## src/rtl/dls_pkg.sv

```systemverilog
package dls_pkg;

  typedef enum logic [2:0] {
    ST_PARAM  = 3'd0,
    ST_LPSET  = 3'd1,
    ST_DLLON  = 3'd2,
    ST_DLLGO  = 3'd3,
    ST_POLL   = 3'd4,
    ST_FORCED = 3'd5,
    ST_LOCKED = 3'd6,
    ST_FAIL   = 3'd7
  } seq_st_e;

  localparam int unsigned CTL_W      = 32;
  localparam int unsigned LOCK_W     = 3;
  localparam int unsigned CODE_LO    = 6;
  localparam int unsigned CODE_HI    = 13;
  localparam int unsigned CODE_W     = CODE_HI - CODE_LO + 1;
  localparam int unsigned CODE_SHIFT = 18;
  localparam int unsigned CODE_DST   = CODE_LO + CODE_SHIFT;

  localparam logic [CTL_W-1:0] CTL0_PARAM = 32'h0010_1000;
  localparam logic [CTL_W-1:0] CTL1_LPDDR = 32'h0000_0086;
  localparam logic [CTL_W-1:0] BIT_DLL_ON = 32'h0000_0002;
  localparam logic [CTL_W-1:0] BIT_DLL_GO = 32'h0000_0001;

  function automatic logic [CTL_W-1:0] force_word(input logic [CODE_W-1:0] code);
    logic [CTL_W-1:0] w;
    w = '0;
    w[CODE_DST +: CODE_W] = code;
    return w | CTL0_PARAM | BIT_DLL_ON | BIT_DLL_GO;
  endfunction

endpackage

```

## src/rtl/dls_sync.sv

```systemverilog
module dls_sync #(
  parameter int unsigned W = 16
) (
  input  logic         clk,
  input  logic         rst_n,
  input  logic [W-1:0] d_async,
  output logic [W-1:0] d_sync
);
  logic [W-1:0] meta_q;
  logic [W-1:0] sync_q;

  always_ff @(posedge clk or negedge rst_n) begin
    if (!rst_n) begin
      meta_q <= '0;
      sync_q <= '0;
    end else begin
      meta_q <= d_async;
      sync_q <= meta_q;
    end
  end

  assign d_sync = sync_q;
endmodule

```

## src/rtl/dls_timer.sv

```systemverilog
module dls_timer #(
  parameter int unsigned LIMIT = 4096
) (
  input  logic clk,
  input  logic rst_n,
  input  logic clr,
  input  logic en,
  output logic last
);
  localparam int unsigned CW = (LIMIT > 2) ? $clog2(LIMIT) : 1;
  localparam logic [CW-1:0] LAST_VAL = CW'(LIMIT - 1);

  logic [CW-1:0] cnt_q;
  logic [CW-1:0] cnt_d;
  logic          cnt_en;

  always_comb begin
    cnt_en = clr | en;
    cnt_d  = clr ? '0 : cnt_q + 1'b1;
  end

  always_ff @(posedge clk or negedge rst_n) begin
    if (!rst_n)      cnt_q <= '0;
    else if (cnt_en) cnt_q <= cnt_d;
  end

  assign last = (cnt_q == LAST_VAL);
endmodule

```

## src/rtl/dls_fsm.sv

```systemverilog
module dls_fsm
  import dls_pkg::*;
(
  input  logic              clk,
  input  logic              rst_n,
  input  logic              lock_ok,
  input  logic [CODE_W-1:0] code,
  input  logic              tmr_last,
  output logic              tmr_clr,
  output logic              tmr_en,
  output logic [CTL_W-1:0]  ctl0,
  output logic [CTL_W-1:0]  ctl1,
  output logic              done,
  output logic              err
);
  seq_st_e          st_q, st_d;
  logic [CTL_W-1:0] ctl0_q, ctl0_d;
  logic [CTL_W-1:0] ctl1_q;
  logic             ctl0_en, ctl1_en;
  logic             done_q, done_set;
  logic             err_q, err_set;

  always_comb begin
    st_d     = st_q;
    ctl0_d   = ctl0_q;
    ctl0_en  = 1'b0;
    ctl1_en  = 1'b0;
    done_set = 1'b0;
    err_set  = 1'b0;
    tmr_clr  = 1'b0;
    tmr_en   = 1'b0;
    unique case (st_q)
      ST_PARAM: begin
        ctl0_d  = CTL0_PARAM;
        ctl0_en = 1'b1;
        st_d    = ST_LPSET;
      end
      ST_LPSET: begin
        ctl1_en = 1'b1;
        st_d    = ST_DLLON;
      end
      ST_DLLON: begin
        ctl0_d  = CTL0_PARAM | BIT_DLL_ON;
        ctl0_en = 1'b1;
        st_d    = ST_DLLGO;
      end
      ST_DLLGO: begin
        ctl0_d  = CTL0_PARAM | BIT_DLL_ON | BIT_DLL_GO;
        ctl0_en = 1'b1;
        tmr_clr = 1'b1;
        st_d    = ST_POLL;
      end
      ST_POLL: begin
        if (lock_ok) begin
          ctl0_d  = force_word(code);
          ctl0_en = 1'b1;
          st_d    = ST_FORCED;
        end else if (tmr_last) begin
          err_set = 1'b1;
          st_d    = ST_FAIL;
        end else begin
          tmr_en  = 1'b1;
        end
      end
      ST_FORCED: begin
        done_set = 1'b1;
        st_d     = ST_LOCKED;
      end
      ST_LOCKED: st_d = ST_LOCKED;
      ST_FAIL:   st_d = ST_FAIL;
      default:   st_d = ST_FAIL;
    endcase
  end

  always_ff @(posedge clk or negedge rst_n) begin
    if (!rst_n) begin
      st_q   <= ST_PARAM;
      ctl0_q <= '0;
      ctl1_q <= '0;
      done_q <= 1'b0;
      err_q  <= 1'b0;
    end else begin
      st_q <= st_d;
      if (ctl0_en)  ctl0_q <= ctl0_d;
      if (ctl1_en)  ctl1_q <= CTL1_LPDDR;
      if (done_set) done_q <= 1'b1;
      if (err_set)  err_q  <= 1'b1;
    end
  end

  assign ctl0 = ctl0_q;
  assign ctl1 = ctl1_q;
  assign done = done_q;
  assign err  = err_q;
endmodule

```

## src/rtl/dll_lock_seq.sv

```systemverilog
module dll_lock_seq
  import dls_pkg::*;
#(
  parameter int unsigned STAT_W     = 16,
  parameter int unsigned LOCK_LIMIT = 4096
) (
  input  logic              clk,
  input  logic              rst_n,
  input  logic [STAT_W-1:0] dll_status,
  output logic [31:0]       ctl0_img,
  output logic [31:0]       ctl1_img,
  output logic              done,
  output logic              timeout_err
);
  logic [STAT_W-1:0] stat_s;
  logic              lock_ok;
  logic [CODE_W-1:0] code;
  logic              tmr_clr, tmr_en, tmr_last;
  logic              unused_stat_bits;

  dls_sync #(.W(STAT_W)) sync_i (
    .clk     (clk),
    .rst_n   (rst_n),
    .d_async (dll_status),
    .d_sync  (stat_s)
  );

  assign lock_ok = &stat_s[LOCK_W-1:0];
  assign code    = stat_s[CODE_HI:CODE_LO];

  generate
    if (STAT_W > CODE_HI + 1) begin : g_hi_unused
      assign unused_stat_bits = ^{stat_s[STAT_W-1:CODE_HI+1], stat_s[CODE_LO-1:LOCK_W]};
    end else begin : g_hi_none
      assign unused_stat_bits = ^stat_s[CODE_LO-1:LOCK_W];
    end
  endgenerate

  dls_timer #(.LIMIT(LOCK_LIMIT)) tmr_i (
    .clk   (clk),
    .rst_n (rst_n),
    .clr   (tmr_clr),
    .en    (tmr_en),
    .last  (tmr_last)
  );

  dls_fsm fsm_i (
    .clk      (clk),
    .rst_n    (rst_n),
    .lock_ok  (lock_ok),
    .code     (code),
    .tmr_last (tmr_last),
    .tmr_clr  (tmr_clr),
    .tmr_en   (tmr_en),
    .ctl0     (ctl0_img),
    .ctl1     (ctl1_img),
    .done     (done),
    .err      (timeout_err)
  );
endmodule

```

## config.mk

```make
export PLATFORM = sky130hd
export DESIGN_NAME = dll_lock_seq
export DESIGN_NICKNAME = d
export VERILOG_FILES = /design/src/rtl/dls_pkg.sv /design/src/rtl/dls_sync.sv /design/src/rtl/dls_timer.sv /design/src/rtl/dls_fsm.sv /design/src/rtl/dll_lock_seq.sv
export SDC_FILE = /design/constraint.sdc
export NUM_CORES = 1
export LEC_CHECK = 0
export ABC_CLOCK_PERIOD_IN_PS = 1600
export BUFFER_PORTS_ARGS = -buffer_cell sky130_fd_sc_hd__buf_2
export CAP_MARGIN = 5
export CELL_PAD_IN_SITES_DETAIL_PLACEMENT = 0
export CELL_PAD_IN_SITES_GLOBAL_PLACEMENT = 2
export CORE_MARGIN = 4
export CORE_UTILIZATION = 28
export CTS_BUF_LIST = sky130_fd_sc_hd__clkbuf_4 sky130_fd_sc_hd__clkbuf_8
export CTS_CLUSTER_DIAMETER = 120
export DETAILED_ROUTE_END_ITERATION = 10
export GPL_TIMING_DRIVEN = 0
export PLACE_DENSITY = 0.89
export SETUP_SLACK_MARGIN = 0.1
export SYNTH_ARGS = -nofsm -noshare
export SYNTH_HDL_FRONTEND = slang
export SYNTH_SLANG_ARGS = --single-unit
```

## constraint.sdc

```tcl
create_clock -name clk -period 1.6 [get_ports clk]
set_input_delay 0.32 -clock clk [delete_from_list [all_inputs] [get_ports clk]]
set_output_delay 0.32 -clock clk [all_outputs]
set_load 0.02 [all_outputs]
```

# Word-level counts from Yosys, hierarchy flattened

Index checks and enable logic that the tools add are counted.

Memories kept: 0
Bits in read-only memories: 0
Logic and storage cells: 43
Memory bits (writable): 0
Bits of input ports: 18
Bits in registers: 78
Latch bits: 0
Output and inout bits: 66

Magnitude comparators: 0
Reduce and logical (&&, ||, !) cells: 6
Equal/unequal tests: 10
Divide/modulo/power cells: 0
$add $sub $neg: 1
Shift-type cells: 0
Bitwise gates (word level): 1
Muxes and demuxes: 17
Multipliers: 0

Operator list:

| operator                | number |
|---|---|
| $pmux W32 S4            | 1 |
| $mux W32                | 1 |
| $pmux W3 S7             | 1 |
| $add A12 B1 Y12 const B | 1 |
| $eq A12 B12 Y1 const B  | 1 |
| $eq A3 B3 Y1 const B    | 4 |
| $mux W12                | 1 |
| $mux W1                 | 10 |
| $eq A3 B2 Y1 const B    | 2 |
| $mux W3                 | 2 |
| $reduce_and A3 Y1       | 2 |
| $reduce_bool A4 Y1      | 1 |
| $eq A3 B1 Y1 const B    | 1 |
| $logic_not A3 Y1        | 1 |
| $ne A3 B1 Y1 const B    | 1 |
| $reduce_or A3 Y1        | 1 |
| $ne A2 B1 Y1 const B    | 1 |
| $pmux W1 S2             | 1 |
| $reduce_or A2 Y1        | 1 |
| $or A1 B1 Y1            | 1 |

# Depth between registers and ports, before layout

Depth after elaboration: 5
Mapped depth: 6
Mapped depth without buffers: 5

# Modules after synthesis

From an unflattened synthesis, not the netlist that was laid out.

Cells, all modules: 210
Area, all modules: 2,531.2 um^2

Modules (own cells, without submodules):

| module       | cells an instance | area an instance (um^2) | instances | sequential area each (um^2) |
|---|---|---|---|---|
| dls_fsm      | 117               | 1,126.1                 | 1         | 425.4 |
| dls_sync     | 32                | 800.8                   | 1         | 800.8 |
| dls_timer    | 60                | 598.1                   | 1         | 300.3 |
| dll_lock_seq | 1                 | 6.3                     | 1         | 0.0 |

# Least setup slack after synthesis

No wires, ideal clock.

Kind: register to register
Start: register fsm_i.st_q[0]
End: register tmr_i.cnt_q[8]
Cell stages (with the launch flop): 6
Data required time: 1.523 ns
Clock period less this slack: 1.538 ns
Library setup time: 0.077 ns
Setup slack: 0.062 ns
Arrival: 1.460 ns
Path buffers: 1
Cells stage by stage: dfrtp_1 -> buf_4 -> nor3b_4 -> nand2_2 -> or4_1 -> a21oi_1

Word-level cells in the longest chain between the ends: 3
Elaborated cells between the ends (all ways): 6
Classes of those cells: eq/ne (2); mux (3); bitwise (1)

RTL lines:

| what                                                | RTL line                         | RTL |
|---|---|---|
| start: declaration                                  | dls_fsm.sv:16                    | `seq_st_e st_q, st_d;` |
| start signal: assignment                            | dls_fsm.sv:83                    | `st_q <= st_d;` |
| $eq A3 B2 Y1 / $eq A3 B3 Y1 (equally long branches) | dls_fsm.sv:32                    | `unique case (st_q)` |
| $mux W1                                             | dls_fsm.sv:32                    |  |
| $mux W12 / $or A1 B1 Y1 (equally long branches)     | dls_timer.sv:19, dls_timer.sv:18 |  |
| end signal: assignment                              | dls_timer.sv:24                  | `else if (cnt_en) cnt_q <= cnt_d;` |
| end: declaration                                    | dls_timer.sv:13                  | `logic [CW-1:0] cnt_q;` |

Several ways; a longest one is shown, not always the timed one.
A chain may end at the register's enable or synchronous reset.

# Final worst setup path

Start: register fsm_i.st_q[0]
End: register tmr_i.cnt_q[3]

The elaborated chain is that of the path after synthesis.

==> metrics.md <==
| Metric | Value |
|---|---|
| F_max | `616 MHz` |
| Post-DP HPWL | `3240 µm` |
| Power Dens Cells | `944 nW/µm²` |
| Clock power frac | `0.292` |
| Worst path bufs/invs | `2` |
| Clk slew on worst S/H paths | `0.09 ns` |
| Number of flops mapped to enable cells by yosys | `0` |
| CORE AREA | `7890 µm²` |
| Gate power share | `0.201` |
| Final period util | `1.01` |
| Detailed Route WL | `4710 µm` |
| Share of cells above drive strength 1 | `0.392` |
| Psw | `0.823 mW` |
| Area post-placement | `between 2000 and 3000 µm²` |
| # diodes | `0` |
| Clock latency on the worst-skew pair | `~0.30 ns` |
| Seq/Total Area, Yosys | `0.553` |
| Vias in the first global route | `between 1500 and 2000` |
| Fin nets | `between 300 and 400` |
| CTS buffer count | `5` |
| Max cap viols | `0` |
| Setup TNS | `-0.0546 ns` |
| Worst Setup End Kind | `flip-flop` |
| Most common cell after layout, fill and taps aside | `buf_4` |
| Starting Density | `0.293` |
| Asr flop ratio synth | `1.00` |
| Placed cell count | `398` |
| RSZ-0062 raised after global routing | `yes` |
| CP top delay family | `simple AND/OR/NAND/NOR gates` |
| Cell area after synthesis | `2310 µm²` |
| WL/cell | `11.2 µm` |
| Pre-CTS WS | `-0.152 ns` |
| Largest stage delay, worst path | `0.39 ns` |
| Met3 Resource Use GR | `0.0269` |
| Worst slew pin tran | `approximately 1.1 ns` |
| 1st-pass router iterations | `4` |
| Post-Syn Area per Cell | `approximately 11 µm²` |
| Top_reg_cell synth | `dfrtp_1` |
| Clock sink count | `51` |
| Gr busiest metal | `met2` |
| Final Non-Filler Cells | `421` |
| TritonCTS clock tree | `done` |
| CTS H-tree lvls | `2` |
| First-pass GRT wire length | `7390 µm` |
| Critical Path RT | `around 1.8 ns` |
| Top Ports | `84` |
| Bufs on Longest Clock Path | `2` |
| Post-route minimum period | `about 1.6 ns` |
| ANT nets after route | `0` |
| Fillers | `757` |
| Yosys top cell area share | `0.553` |
| Die ar. | `roughly 9800 µm²` |
| Hold Path Class | `in2reg` |
| Worst EP arrival | `1.85 ns` |
| Failing checks | `setup timing` |
| Sw frac | `0.279` |
| Vias post-DR | `1674` |
| CP max FO | `8` |
| Flops & latches, synth | `51` |
| Largest net degree at the start of global routing | `52` |
| Buffers added on ports | `29` |
| Layout area overhead | `35.1%` |
| Skew final | `between 0.007 and 0.008 ns` |
| Distinct cells, synth | `32` |
| Tot GR Track Use | `0.0928` |
| Hold_buf cts | `0` |
| GRT met2 Usage | `0.152` |
| Critical path's most frequent cell | `buf_6` |
| Initial antenna violation count | `0` |
| Total power | `2.94 mW` |
| Cell count after synthesis | `219` |
| Post-synth top area cell | `dfrtp_1` |
| Final setup viols | `4` |
| Yosys Warn Count | `0` |
| Worst setup margin | `-0.0239 ns` |
| # DRC | `0` |
| Int Power | `between 2 and 2.5 mW` |
| Die Y | `98.8 µm` |
| Final hold violations | `0` |
| Row count | `32` |
| Worst hold margin | `between 0.1 and 0.15 ns` |
| Clk Tree Root Cell | `clkbuf_8` |
| Setup crit start kind | `flip-flop` |
| Met1 Resource Use GR | `0.120` |
| Max_slew headroom | `0.262` |
| Crit-path cells | `buf_6 -> nor3b_4 -> nand2_4 -> buf_6 -> or4_1 -> a21oi_1` |
| Setup CP Type | `reg2reg` |
| Via-to-Cell Ratio | `3.98` |
| Post-layout util | `0.395` |
| RD Place Congestion | `0.760` |
| Slowest CP cell | `or4_1` |
| Leading post-synthesis cells by cell area | `dfrtp_1, buf_4, nand2_1, o21ai_0, mux2i_1` |
| Gr ovfl total | `0` |
| Die Span X | `98.8 µm` |
| Finished Cell Area | `between 3000 and 4000 µm²` |
| Status | `finished, violations left` |
| P_leak | `1.54 nW` |
| Max Slew Vio Count | `0` |
| DRT iter0 DRCs | `38` |
| Most frequent cells in the layout | `buf_4, conb_1, dfrtp_1, nand2_1, buf_2` |
| VDD IR max | `~0.44 mV` |
| Seq pwr share | `0.507` |
kinds of logic after synthesis:
family,Yosys count,synth area share
buffers and inverters,61,0.186
and+or+nand+nor,70,0.153
muxes,5,0.0217
DFF,51,0.553
other,1,0.00162
AOI/OAI and AO/OA,29,0.0748
xor gates and xnor gates,1,0.00379
adders and majority gates,1,0.00542
final timing paths:
| check | from | endpoint | slack (ns) | depth (start not counted) |
|---|---|---|---|---|
| max | fsm_i.st_q[0]$_DFFE_PN0P_ | tmr_i.cnt_q[3]$_DFFE_PN0P_ | -0.02 | 6 |
| min in group asynchronous | rst_n | sync_i.meta_q[9]$_DFF_PN0_ | 0.23 | 1 |
| max reg2reg | fsm_i.st_q[0]$_DFFE_PN0P_ | tmr_i.cnt_q[3]$_DFFE_PN0P_ | -0.02 | 6 |
| min reg2reg | sync_i.meta_q[9]$_DFF_PN0_ | sync_i.d_sync[9]$_DFF_PN0_ | 0.36 | 0 |
| min | dll_status[12] | sync_i.meta_q[12]$_DFF_PN0_ | 0.12 | 1 |
| max in group asynchronous | rst_n | fsm_i.st_q[2]$_DFFE_PN0P_ | 0.62 | 1 |
power by group through the flow:
stage	clock network [mW]	logic, mW	registers, mW
finish	0.861	0.591	1.49
global route	0.943	0.652	1.50
CTS	0.879	0.542	1.48
detailed placement	0	0.513	1.50
global placement	0	0.501	1.50
floorplan	0	0.361	1.53
flip-flops by register name (all words and copies together) (netlist names):
signal	count
tmr_i.cnt_q	12
fsm_i.ctl0	11
sync_i.d_sync	11
sync_i.meta_q	11
fsm_i.st_q	3
fsm_i.ctl1	1
fsm_i.done	1
fsm_i.err	1
area by class of cell:
type                    instances  area [µm²]  area share
plain buffers                  57         440       0.141
flip-flops and latches         51        1280       0.410
clock buffers                   5        68.8      0.0221
well taps                     102         128      0.0409
clock inverters                 2        37.5      0.0120
inverters                       4        15.0     0.00482
multi-input cells             155         872       0.280
repair buffers                 45         278      0.0891
metal layers:
| layer | part of all wire | up-vias | routed length [µm] |
|---|---|---|---|
| li1 | - | 832 | - |
| met1 | 0.44 | 788 | 2080 |
| met2 | 0.50 | 50 | 2340 |
| met3 | 0.051 | 4 | 240 |
| met4 | 0.010 | 0 | 49 |
| met5 | 0 | - | 0 |
timing repair:
action | in CTS | in global routing
pin swaps | 9 | 8
endpoints found under the setup margin | 26 | 21
hold endpoints to repair | 0 | 0
setup buffers | 6 | 9
gates cloned | 0 | 1
resized for setup | 17 | 17
cell usage after synthesis (all sizes together), types with 4 or more instances:
cell type	n
a21oi	7
dfrtp	51
o21ai	12
nor2	5
nand2	33
inv	4
nand3	7
buf	55
mux2i	5
nand4	4
nor3	4
Note: power is estimated with default switching activity, not from simulation.
